`src/rtl/dsr_pkg.sv`:
```
package dsr_pkg;

    // Output conditioning selector; two codes map to plain pass-through.
    typedef enum logic [1:0] {
        RECT_PASS     = 2'd0,
        RECT_FULL     = 2'd1,
        RECT_HALF     = 2'd2,
        RECT_PASS_ALT = 2'd3
    } rect_mode_e;

endpackage

```
`src/rtl/dsr_shift_stage.sv`:
```
module dsr_shift_stage #(
    parameter int DATA_W  = 16,
    parameter int SHAMT_W = 4
) (
    input  logic                 clk,
    input  logic                 rst_n,
    input  logic                 in_valid,
    input  logic [DATA_W-1:0]    in_sample,
    input  logic [DATA_W-1:0]    in_offset,
    input  logic [SHAMT_W-1:0]   shift_amt,
    input  logic                 shift_left,
    input  dsr_pkg::rect_mode_e  rect_mode,
    output logic                 s1_valid,
    output logic [DATA_W:0]      s1_acc,
    output logic                 s1_rnd,
    output dsr_pkg::rect_mode_e  s1_mode
);
    import dsr_pkg::*;

    localparam logic [SHAMT_W-1:0] AMT_ONE = {{(SHAMT_W-1){1'b0}}, 1'b1};

    logic [DATA_W-1:0]        sum;
    logic signed [DATA_W:0]   sum_ext;
    logic [DATA_W-1:0]        shl;
    logic [DATA_W:0]          acc_d;
    logic                     rnd_d;

    // Offset first, wrapping at the data width.
    assign sum     = in_sample + in_offset;
    assign sum_ext = $signed({sum[DATA_W-1], sum});
    assign shl     = sum << shift_amt;

    // The partial result keeps one extra fraction bit. A right shift by n
    // stops at n-1 so that the next stage adds the half-LSB there.
    always_comb begin
        if (shift_left) begin
            acc_d = {shl, 1'b0};
            rnd_d = 1'b0;
        end else if (shift_amt == '0) begin
            acc_d = {sum, 1'b0};
            rnd_d = 1'b0;
        end else begin
            acc_d = sum_ext >>> (shift_amt - AMT_ONE);
            rnd_d = 1'b1;
        end
    end

    always_ff @(posedge clk) begin
        if (!rst_n) begin
            s1_valid <= 1'b0;
            s1_acc   <= '0;
            s1_rnd   <= 1'b0;
            s1_mode  <= RECT_PASS;
        end else begin
            s1_valid <= in_valid;
            if (in_valid) begin
                s1_acc  <= acc_d;
                s1_rnd  <= rnd_d;
                s1_mode <= rect_mode;
            end
        end
    end

endmodule

```
`src/rtl/dsr_round_unit.sv`:
```
module dsr_round_unit #(
    parameter int DATA_W = 16
) (
    input  logic [DATA_W:0]   acc,
    input  logic              rnd,
    output logic [DATA_W-1:0] rounded
);
    logic [DATA_W:0] acc_plus;

    // The add is done at full partial width, so a carry cannot reach the sign.
    assign acc_plus = acc + {{DATA_W{1'b0}}, rnd};
    assign rounded  = acc_plus[DATA_W:1];

endmodule

```
`src/rtl/dsr_rectify.sv`:
```
module dsr_rectify #(
    parameter int DATA_W = 16
) (
    input  logic [DATA_W-1:0]    x,
    input  dsr_pkg::rect_mode_e  mode,
    output logic [DATA_W-1:0]    y
);
    import dsr_pkg::*;

    logic neg;
    assign neg = x[DATA_W-1];

    always_comb begin
        unique case (mode)
            RECT_FULL:     y = neg ? (~x + {{(DATA_W-1){1'b0}}, 1'b1}) : x;
            RECT_HALF:     y = neg ? '0 : x;
            RECT_PASS,
            RECT_PASS_ALT: y = x;
        endcase
    end

endmodule

```
`src/rtl/dsr_scaler.sv`:
```
module dsr_scaler #(
    parameter int DATA_W  = 16,
    parameter int SHAMT_W = 4
) (
    input  logic               clk,
    input  logic               rst_n,
    input  logic               in_valid,
    input  logic [DATA_W-1:0]  in_sample,
    input  logic [DATA_W-1:0]  in_offset,
    input  logic [SHAMT_W-1:0] shift_amt,
    input  logic               shift_left,
    input  logic [1:0]         rect_mode,
    output logic               out_valid,
    output logic [DATA_W-1:0]  out_data
);
    import dsr_pkg::*;

    logic              s1_valid;
    logic [DATA_W:0]   s1_acc;
    logic              s1_rnd;
    rect_mode_e        s1_mode;
    logic [DATA_W-1:0] rounded;
    logic [DATA_W-1:0] rectified;

    dsr_shift_stage #(
        .DATA_W  (DATA_W),
        .SHAMT_W (SHAMT_W)
    ) u_shift (
        .clk        (clk),
        .rst_n      (rst_n),
        .in_valid   (in_valid),
        .in_sample  (in_sample),
        .in_offset  (in_offset),
        .shift_amt  (shift_amt),
        .shift_left (shift_left),
        .rect_mode  (rect_mode_e'(rect_mode)),
        .s1_valid   (s1_valid),
        .s1_acc     (s1_acc),
        .s1_rnd     (s1_rnd),
        .s1_mode    (s1_mode)
    );

    dsr_round_unit #(.DATA_W(DATA_W)) u_round (
        .acc     (s1_acc),
        .rnd     (s1_rnd),
        .rounded (rounded)
    );

    dsr_rectify #(.DATA_W(DATA_W)) u_rect (
        .x    (rounded),
        .mode (s1_mode),
        .y    (rectified)
    );

    always_ff @(posedge clk) begin
        if (!rst_n) begin
            out_valid <= 1'b0;
            out_data  <= '0;
        end else begin
            out_valid <= s1_valid;
            if (s1_valid) begin
                out_data <= rectified;
            end
        end
    end

endmodule

```
`config.mk`:
```
export PLATFORM = sky130hd
export DESIGN_NAME = dsr_scaler
export DESIGN_NICKNAME = d
export VERILOG_FILES = /design/src/rtl/dsr_pkg.sv /design/src/rtl/dsr_shift_stage.sv /design/src/rtl/dsr_round_unit.sv /design/src/rtl/dsr_rectify.sv /design/src/rtl/dsr_scaler.sv
export SDC_FILE = /design/constraint.sdc
export NUM_CORES = 1
export LEC_CHECK = 0
export ABC_AREA = 0
export CAP_MARGIN = 20
export CORE_ASPECT_RATIO = 0.7
export CORE_MARGIN = 2
export CORE_UTILIZATION = 35
export DETAILED_ROUTE_END_ITERATION = 8
export DONT_BUFFER_PORTS = 1
export RECOVER_POWER = 100
export SETUP_SLACK_MARGIN = 0.2
export SLEW_MARGIN = 30
export SYNTH_ARGS = -nofsm -noshare
export SYNTH_HDL_FRONTEND = slang
export SYNTH_SLANG_ARGS = --single-unit
```
`constraint.sdc`:
```
create_clock -name clk -period 5.2 [get_ports clk]
set_input_delay 0.52 -clock clk [delete_from_list [all_inputs] [get_ports clk]]
set_output_delay 0.52 -clock clk [all_outputs]
set_load 0.02 [all_outputs]
```
==> results of run 1 <==
==> cell usage in the layout (no fill, tap or decap), types with 5 or more instances in the layout <==
cell and n:
a211oi_1 18, a21oi_1 54, a31oi_1 14, and3_1 5, clkbuf_16 5, dfxtp_1 38, ha_1 20, inv_1 15
mux2_2 6, mux2i_1 23, nand2_1 47, nand2b_1 10, nand3_1 22, nand4_1 10, nor2_1 63, nor2b_1 5
nor3_1 27, o211ai_1 10, o21a_1 6, o21ai_0 43, o221ai_1 5, o22ai_1 8, o311ai_0 7, o31ai_1 6
or3_1 6, xnor2_1 17, xor2_1 12
==> cell usage after synthesis (4+ instances only) <==
cell type	number	area share, %
nor2_1	63	5.3
a21oi_1	54	6.1
nand2_1	47	4.0
o21ai_0	42	4.7
dfxtp_1	38	17
clkbuf_1	35	2.9
nor3_1	27	3.0
mux2i_1	23	5.2
nand3_1	22	2.5
ha_1	20	5.6
xnor2_1	18	3.5
a211oi_1	15	2.5
a31oi_1	14	2.0
inv_1	14	1.2
xor2_1	11	2.2
nand2b_1	10	1.4
nand4_1	10	1.4
o211ai_1	10	1.7
mux2_2	8	2.0
o22ai_1	8	1.1
o311ai_0	7	1.4
o21a_1	6	1.0
o31ai_1	6	1.0
or3_1	6	0.84
and3_1	5	0.70
nor2b_1	5	0.70
o221ai_1	5	0.98
buf_2	4	0.45
o2111ai_1	4	0.78
==> final cells by class <==
class / instances / area (um^2) / area share, %
multi-input combinational: 518 / 3450 / 73.8
sequential: 38 / 761 / 16.3
tap: 162 / 203 / 4.34
clock buffer: 5 / 125 / 2.68
inverter: 17 / 63.8 / 1.37
clock inverter: 3 / 40.0 / 0.857
timing repair buffer: 4 / 30.0 / 0.643
==> critical path: stages, from the launching register on <==
cell	delay (ps)
dfxtp_1	380
and2_0	150
ha_1	250
nand4_1	260
nor4_2	450
and3_1	260
xnor2_1	120
a211oi_1	1360
nor3_1	170
a21oi_1	260
a21oi_1	90
==> state kept, by name (all words and copies together), names as in the netlist <==
name,flops
out_data,16
out_valid,1
u_shift.s1_acc,17
u_shift.s1_mode,2
u_shift.s1_rnd,1
u_shift.s1_valid,1
==> metrics by stage <==
stage               setup WS [ps]  instances  util (%)  power (uW)
floorplan                    1870        615         -         771
global placement             1660        739      36.6         883
detailed placement           1630        739      36.6         885
CTS                          1910        747      37.9        1230
global route                  936        747      37.6        1310
finish                       1300        747      37.6        1240
==> logic make-up after synthesis <==
| logic type | synth area share (%) |
|---|---|
| mux | 8.69 |
| xor+xnor | 6.05 |
| simple gates | 24.2 |
| buf+inv | 5.10 |
| fa+ha+maj | 6.05 |
| flops | 17.0 |
| compound gates | 32.9 |
==> layer usage <==
metal | wire, um | vias up | GRT usage [%]
li1 | - | 2271 | -
met1 | 6660 | 2241 | 29.9
met2 | 5650 | 294 | 28.7
met3 | 1980 | 48 | 7.73
met4 | 305 | 0 | 5.28
met5 | 0 | - | 0
==> worst max path at each step <==
stage	startpoint	endpoint	slack, ps
CTS	u_shift.s1_acc[0]$_SDFFE_PN0P_	out_data[13]$_SDFFE_PN0P_	1910
finish	u_shift.s1_rnd$_SDFFE_PN0P_	out_data[11]$_SDFFE_PN0P_	1300
detailed placement	in_sample[0]	u_shift.s1_acc[10]$_SDFFE_PN0P_	1630
floorplan	in_sample[0]	u_shift.s1_acc[10]$_SDFFE_PN0P_	1870
global placement	in_sample[0]	u_shift.s1_acc[10]$_SDFFE_PN0P_	1660
global route	u_shift.s1_acc[0]$_SDFFE_PN0P_	out_data[13]$_SDFFE_PN0P_	940
==> power by group through the flow <==
stage               Sequential, uW  Clock, uW  Combinational (uW)
CTS                            354        348                 528
global placement               360          0                 523
floorplan                      346          0                 425
detailed placement             361          0                 524
global route                   359        363                 586
finish                         355        342                 544
==> impl_metrics.toml, run 1 <==
[worst_hold_path]
hold_path.class = "in2reg"
whs_endpoint = "u_shift.s1_acc[15]$_SDFFE_PN0P_"
hp-start = "in_valid"
hold_depth = 1

[sta]
max-slew-margin-rel_pct = -12.9
setup_violations = 0
timing.hold.ws_ps = 347
skew_ps = 4.24
worstMarginPinSlew_ps = 1680
fin_crit_sh_pct = 75.0
rsz0062_at_grt = "no"
max_freq_mhz = 256
fin_tns_setup_ps = 0
finalHoldViolCount = 0
slew_viol_final = 16
fin_crit_ps = 3900

[clock_tree]
path_clk_slew_ps = 60
clock-sinks = 38
clk_path_buf_depth = 2
ctsHoldBuffers = 0
cts_resized = 0
tritoncts = "built"
cts_root_buf = "clkbuf_16"
cts_made_buffers = 5
postCtsSetupBuffers = 0
clk-insertion-delay-late_ps = 280
htree_levels = 2

[die]
start_util_pct = 35.9
design.core.area_um2 = 12400
row_count = 34
die_height_um = 98.5
die-area_um2 = 13700
die_w_um = 139
pin_count = 59

[placement]
post-dp-hpwl_um = 11200
portBuffers = 0
gp_congestion = 1.05
placed_area_um2 = 4540

[status]
violations = "capacitance limit, slew limit"
status = "finished with violations"

[route]
drtIter0Drc = 653
wl_per_cell_um = 19.5
drc = 0
drt-total-wl_um = 14600
ant_nets = 0
vias = 4854
dr.pass1.iters = 6
drt-vias-per-instance = 6.50

[logic_synthesis]
syn_nets = 678
synth_cells = 615
ys_types = 74
ys_warn_count = 0
avgSynthCellArea_um2 = 7.26
yosysSeqAreaShare_pct = 17.0
netlist_area_um2 = 4470
synthFlopType = "dfxtp_1"
ys_seq_elements = 38
ys_async_sr_fraction_pct = 0
synth_edf_count = 0

[cells_and_area]
nFillCells = 1335
area_growth_pct = 4.65
antenna_cells = 0
layout.nets = 647
drive_gt1_share_pct = 6.32
finalInstanceArea_um2 = 4670

[global_routing]
grt-ovfl-total = 0
grt_pass1_wl_um = 23300
grt_max_degree = 44
grt_pass1_vias = 4416
grt_usage_pct = 20.7
antenna_found_initial = 0

[power_and_ir_drop]
clkPwrFrac_pct = 27.5
ir_drop_v = 0.000118
intPower_uw = 738
switching_share_pct = 40.5
switchingPower_uw = 503
p_per_area_nw_per_um2 = 265
pwr-share-comb_pct = 43.8
seq_power_share_pct = 28.6
leakagePower_uw = 0.00165

[critical_path]
reg2reg_to = "out_data[11]$_SDFFE_PN0P_"
cp-end-kind = "flip-flop"
crit_type = "reg2reg"
crit_arrival_ps = 4020
rr_startpoint = "u_shift.s1_rnd$_SDFFE_PN0P_"
ff2ff_path_depth = 10
critical_path_required_ps = 5320
setup.worst_path.start_class = "flip-flop"
r2r_setup_slack_ps = 1300
critPathMaxFanout = 15

[flow_run]
drv_cap = 1
Note: power is estimated with default switching activity, not from simulation.
==> inputs of run 2 (changes only) <==
ABC_AREA = 1   (was 0)
clock period = 3.2 ns   (was 5.2 ns; I/O delays follow)
==> impl_metrics.toml, run 2 <==
[status]
status = "complete, no violations"

[placement]
placed_area_um2 = 4690
post-dp-hpwl_um = 11400
numPlacedInstances = 951
pre_cts_slack_ps = 593
portBuffers = 0
gp_congestion = 0.958

[logic_synthesis]
synth-simple-area-share_pct = 46.7
synthAdderAreaFrac_pct = 5.91
ys_async_sr_fraction_pct = 0
synthXorXnorAreaFrac_pct = 5.28
synth_edf_count = 0
synth_most_common_cell = "nand2_1"
muxShareOfSynthArea_pct = 0
synthFlopType = "dfxtp_1"
yosysTopAreaCell = "nand2_1"
netlist_area_um2 = 4570
synth_top_family_by_area = "simple AND/OR/NAND/NOR gates"
ys_seq_elements = 38
syn_nets = 876
synth.area.top_cells = "nand2_1 22%, dfxtp_1 17%, nand3_1 14%, inv_1 8.0%, ha_1 5.5%"
avgSynthCellArea_um2 = 5.62
synth_top_cell_area_share_pct = 22.1
synth_compound_area_share_pct = 14.0
synth_cells = 813
yosysSeqAreaShare_pct = 16.6
ys_top_cells_by_count = "269 x nand2_1, 125 x nand3_1, 98 x inv_1, 49 x a21oi_1, 40 x nor2_1"
ys_types = 43
ys_warn_count = 0

[die]
pin_count = 59
row_count = 34
design.core.area_um2 = 12600
die_height_um = 99.6
die-area_um2 = 14000
die_w_um = 141
start_util_pct = 36.3

[cells_and_area]
multi_input_area_um2 = 3270
layout.nets = 859
final_cell_mix = "270 x nand2_1, 126 x nand3_1, 100 x inv_1"
largest_reg_flops = 17
finalInstanceArea_um2 = 4850
antenna_cells = 0
area_growth_pct = 6.05
drive_gt1_share_pct = 5.02
layout_commonest_cell = "nand2_1"
nFillCells = 1457
regArea_um2 = 761
reg_top3 = "u_shift.s1_acc (17), out_data (16), u_shift.s1_mode (2)"
stdcell_count = 959
top_register = "u_shift.s1_acc"

[clock_tree]
cts_resized = 0
htree_levels = 2
postCtsSetupBuffers = 0
path_clk_slew_ps = 60
tritoncts = "built"
clock-sinks = 38
ctsHoldBuffers = 0
clk-insertion-delay-late_ps = 280
clk_path_buf_depth = 2
cts_root_buf = "clkbuf_16"
cts_made_buffers = 5

[critical_path]
crit_type = "reg2reg"
r2r_setup_slack_ps = 620
setup.worst_path.start_class = "flip-flop"
critical_path_required_ps = 3430
crit_arrival_ps = 2810
ff2ff_path_depth = 16
rr_startpoint = "u_shift.s1_rnd$_SDFFE_PN0P_"
critPathMaxFanout = 5
reg2reg_to = "out_data[15]$_SDFFE_PN0P_"
cp-end-kind = "flip-flop"

[power_and_ir_drop]
pwr-share-comb_pct = 41.5
p_per_area_nw_per_um2 = 382
ir_drop_v = 0.000208
intPower_uw = 1100
seq_power_share_pct = 29.2
leakagePower_uw = 0.00247
switching_share_pct = 40.7
switchingPower_uw = 754
clkPwrFrac_pct = 29.2

[route]
wl_per_cell_um = 14.6
drt-total-wl_um = 14000
dr.pass1.iters = 5
drtIter0Drc = 570
ant_nets = 0
drc = 0
drt-vias-per-instance = 5.31
vias = 5089

[sta]
slew_viol_final = 0
fin_ws_ps = 617
worstMarginPinSlew_ps = 578
fin_crit_ps = 2580
max_freq_mhz = 387
rsz0062_at_grt = "no"
setup_violations = 0
fin_tns_setup_ps = 0
timing.hold.ws_ps = 144
fin_crit_sh_pct = 80.7
max-slew-margin-rel_pct = 61.5
finalHoldViolCount = 0
skew_ps = 5.02

[global_routing]
grt_max_degree = 31
grt-ovfl-total = 0
antenna_found_initial = 0
grt_usage_pct = 20.5
grt_pass1_vias = 4709
grt_pass1_wl_um = 23400

[worst_hold_path]
hp-start = "in_valid"
hold_path.class = "in2reg"
whs_endpoint = "u_shift.s1_acc[15]$_SDFFE_PN0P_"
hold_depth = 1

[flow_run]
drv_cap = 0
==> run 2: cell types whose count changed after synthesis, moves of 17 or more <==
cell      delta
nor2_1      -23
mux2i_1     -23
nand2_1    +222
inv_1       +84
clkbuf_1    -17
nand3_1    +103
nor3_1      -22
==> run 2: kinds of logic after synthesis <==
family	after synthesis
xor+xnor	22
buf+inv	137
flops	38
compound gates	118
simple gates	477
fa+ha+maj	21
==> run 2: per-layer routing <==
metal / routed length [um] / global-route usage, %
met3: 1340 / 5.97
met5: 0 / 0
met4: 72 / 2.69
met2: 5120 / 27.9
met1: 7440 / 32.2
==> run 2: worst max-delay path by stage <==
stage,cells past startpoint,to,startpoint
6_report,16,out_data[15]$_SDFFE_PN0P_,u_shift.s1_rnd$_SDFFE_PN0P_
5_1_grt,13,out_data[6]$_SDFFE_PN0P_,u_shift.s1_rnd$_SDFFE_PN0P_
4_1_cts,16,out_data[15]$_SDFFE_PN0P_,u_shift.s1_rnd$_SDFFE_PN0P_
3_5_place_dp,13,u_shift.s1_acc[13]$_SDFFE_PN0P_,in_sample[0]
3_3_place_gp,13,u_shift.s1_acc[13]$_SDFFE_PN0P_,in_sample[0]
2_1_floorplan,16,u_shift.s1_acc[4]$_SDFFE_PN0P_,shift_amt[0]
==> run 2: power by group through the flow <==
stage	combinational, uW	sequential (uW)	clock, uW
2_1_floorplan	595	543	0
4_1_cts	752	541	549
3_5_place_dp	748	551	0
5_1_grt	869	545	569
6_report	768	541	541
3_3_place_gp	751	551	0
==> run 2: worst max-delay path, stage by stage, from the launching register on <==
cell and delay, ps:
dfxtp_1 320, nand2_1 110, inv_1 80, ha_1 160
nand2_1 110, nor3_4 300, xnor2_1 210, nand2_1 110
nor2_1 150, nand2_1 90, nor2_1 210, nand2_1 120
nor3_2 140, nand4_1 190, nand2_1 100, nand2_1 50
nand2_1 50
==> run 2: layout make-up <==
| type | instances | share of cell area (%) |
|---|---|---|
| Clock buffer | 8 | 3.43 |
| Inverter | 108 | 8.36 |
| Multi-Input combinational cell | 638 | 67.6 |
| Sequential cell | 38 | 15.7 |
| Tap cell | 162 | 4.18 |
| Timing Repair Buffer | 5 | 0.774 |
==> run 2: stage by stage <==
step,power (uW),util (%)
5_1_grt,1980,38.5
3_3_place_gp,1300,37.3
4_1_cts,1840,38.6
2_1_floorplan,1140,-
6_report,1850,38.5
3_5_place_dp,1300,37.3
==> inputs of run 3 (changes only) <==
clock period = 2.3 ns   (was 3.2 ns; I/O delays follow)
==> impl_metrics.toml, run 3 (synthesis gave the netlist of run 2 again) <==
[status]
status = "complete, no violations"

[power_and_ir_drop]
p_per_area_nw_per_um2 = 494
leakagePower_uw = 0.00280
ir_drop_v = 0.000278
power.total_uw = 2770

[route]
wl_per_cell_um = 14.6
ant_nets = 0
drt-total-wl_um = 14800
drtIter0Drc = 596
dr.pass1.iters = 6
vias = 5389
drt-vias-per-instance = 5.31
drc = 0

[critical_path]
cp-end-kind = "flip-flop"
critical_path.slowest_cell = "dfxtp_2"
slowest_delay_ps = 350
crit_type = "reg2reg"
critPathMostFrequentCell = "nand2_1"
critPathTopFamily = "simple AND/OR/NAND/NOR gates"
crit_buf_inv = 1
setup.worst_path.start_class = "flip-flop"
crit_arrival_ps = 2400
crit_path_cell_trace = "buf_4 -> nand2_1 -> nor2_4 -> xor2_4 -> nand3_2 -> nor2_1 -> nand2_1 -> nor2_2 -> nand2_1 -> nor3_2 -> nand4_1 -> nand2_1 -> nand2_1 -> nand2_1"
critical_path_required_ps = 2530
critPathMaxFanout = 4

[sta]
finalHoldViolCount = 0
max_freq_mhz = 461
slew_viol_final = 0
fin_crit_ps = 2170
setup_violations = 0
skew_ps = 8.16
fin_tns_setup_ps = 0
rsz0062_at_grt = "yes"
worstMarginPinSlew_ps = 546
fin_crit_sh_pct = 94.2
fin_ws_ps = 133
max-slew-margin-rel_pct = 63.5

[global_routing]
grt_max_degree = 31
grt-ovfl-total = 0
grt_pass1_wl_um = 24000
grt_usage_pct = 21.0
antenna_found_initial = 0
grt_pass1_vias = 4901

[clock_tree]
clk_path_buf_depth = 2
clk-insertion-delay-late_ps = 290
path_clk_slew_ps = 60
cts_made_buffers = 5
clock-sinks = 38
htree_levels = 2
cts_root_buf = "clkbuf_16"
tritoncts = "built"

[worst_hold_path]
hold_path.class = "in2reg"

[cells_and_area]
nFillCells = 1375
largest_reg_flops = 17
antenna_cells = 0
area_growth_pct = 22.8
reg_top3 = "u_shift.s1_acc (17), out_data (16), u_shift.s1_mode (2)"
final_cell_mix = "245 x nand2_1, 108 x nand3_1, 96 x inv_1"
regArea_um2 = 768
finalInstanceArea_um2 = 5610
multi_input_area_um2 = 3620
layout_commonest_cell = "nand2_1"
layout.nets = 914
drive_gt1_share_pct = 20.4
top_register = "u_shift.s1_acc"

[flow_run]
drv_cap = 0

[placement]
gp_congestion = 0.956
pre_cts_slack_ps = -154
post-dp-hpwl_um = 11600
portBuffers = 0
placed_area_um2 = 4990

[die]
start_util_pct = 36.3
die_w_um = 141
design.core.area_um2 = 12600
die-area_um2 = 14000
die_height_um = 99.6
row_count = 34
pin_count = 59
[run 3: cell types whose count changed in the layout (fill, tap and decap cells not counted), moves of 7 or more]
cell,previous run,this run
a21oi_2,0,9
nand2_2,3,23
a21oi_1,49,39
buf_4,5,58
o21ai_0,41,30
nand2_1,270,245
nand3_1,126,108
nand3_2,2,20
o21ai_1,8,15
[run 3: cell type report]
class	instances	share of cell area, %
well taps	162	3.61
flip-flops and latches	38	13.7
clock buffers	7	2.54
multi-input cells	638	64.5
inverters	108	7.40
repair buffers	60	8.16
clock inverters	1	0.0891
[run 3: where the power goes]
group / switching (uW) / internal [uW] / leakage, uW / total [uW]
Clock: 268 / 430 / 0.0000739 / 698
Sequential: 49.7 / 700 / 0.000313 / 750
Combinational: 831 / 496 / 0.00242 / 1330
[run 3: metrics by stage]
| stage | std cells | util (%) | hold slack (ps) |
|---|---|---|---|
| 2_1_floorplan | 813 | - | 424 |
| 3_3_place_gp | 990 | 39.7 | 340 |
| 3_5_place_dp | 990 | 39.7 | 345 |
| 4_1_cts | 1002 | 41.7 | 49.8 |
| 5_1_grt | 1014 | 44.6 | 56.1 |
| 6_report | 1014 | 44.6 | 60.6 |
[run 3: final timing paths]
kind                                   from                         endpoint  slack [ps]  cells past startpoint
max reg2reg  u_shift.s1_acc[1]$_SDFFE_PN0P_        out_data[15]$_SDFFE_PN0P_         130                     14
min                                in_valid  u_shift.s1_acc[15]$_SDFFE_PN0P_          60                      1
min reg2reg  u_shift.s1_acc[0]$_SDFFE_PN0P_   u_shift.s1_acc[0]$_SDFFE_PN0P_         480                      2
max          u_shift.s1_acc[1]$_SDFFE_PN0P_        out_data[15]$_SDFFE_PN0P_         130                     14
[run 3: what timing repair did]
action,4_1_cts,5_1_grt
pin swaps,13,27
buffers inserted,4,12
resized for setup,20,79
hold buffers,0,0
setup endpoints to repair,10,32
[run 3: layer usage]
metal,vias up,routed length [um],global-route usage [%]
met4,0,97,3.23
met1,2449,7740,33.5
met5,-,0,0
met3,14,1360,5.01
li1,2729,-,-
met2,197,5620,28.5
[run 3: worst reg2reg max path, delay by kind of cell, from the launching register on]
kind,cells,cell delay (ps)
buffers and inverters,1,110
XOR/XNOR,1,230
flip-flops,1,350
AND/OR/NAND/NOR,12,1430
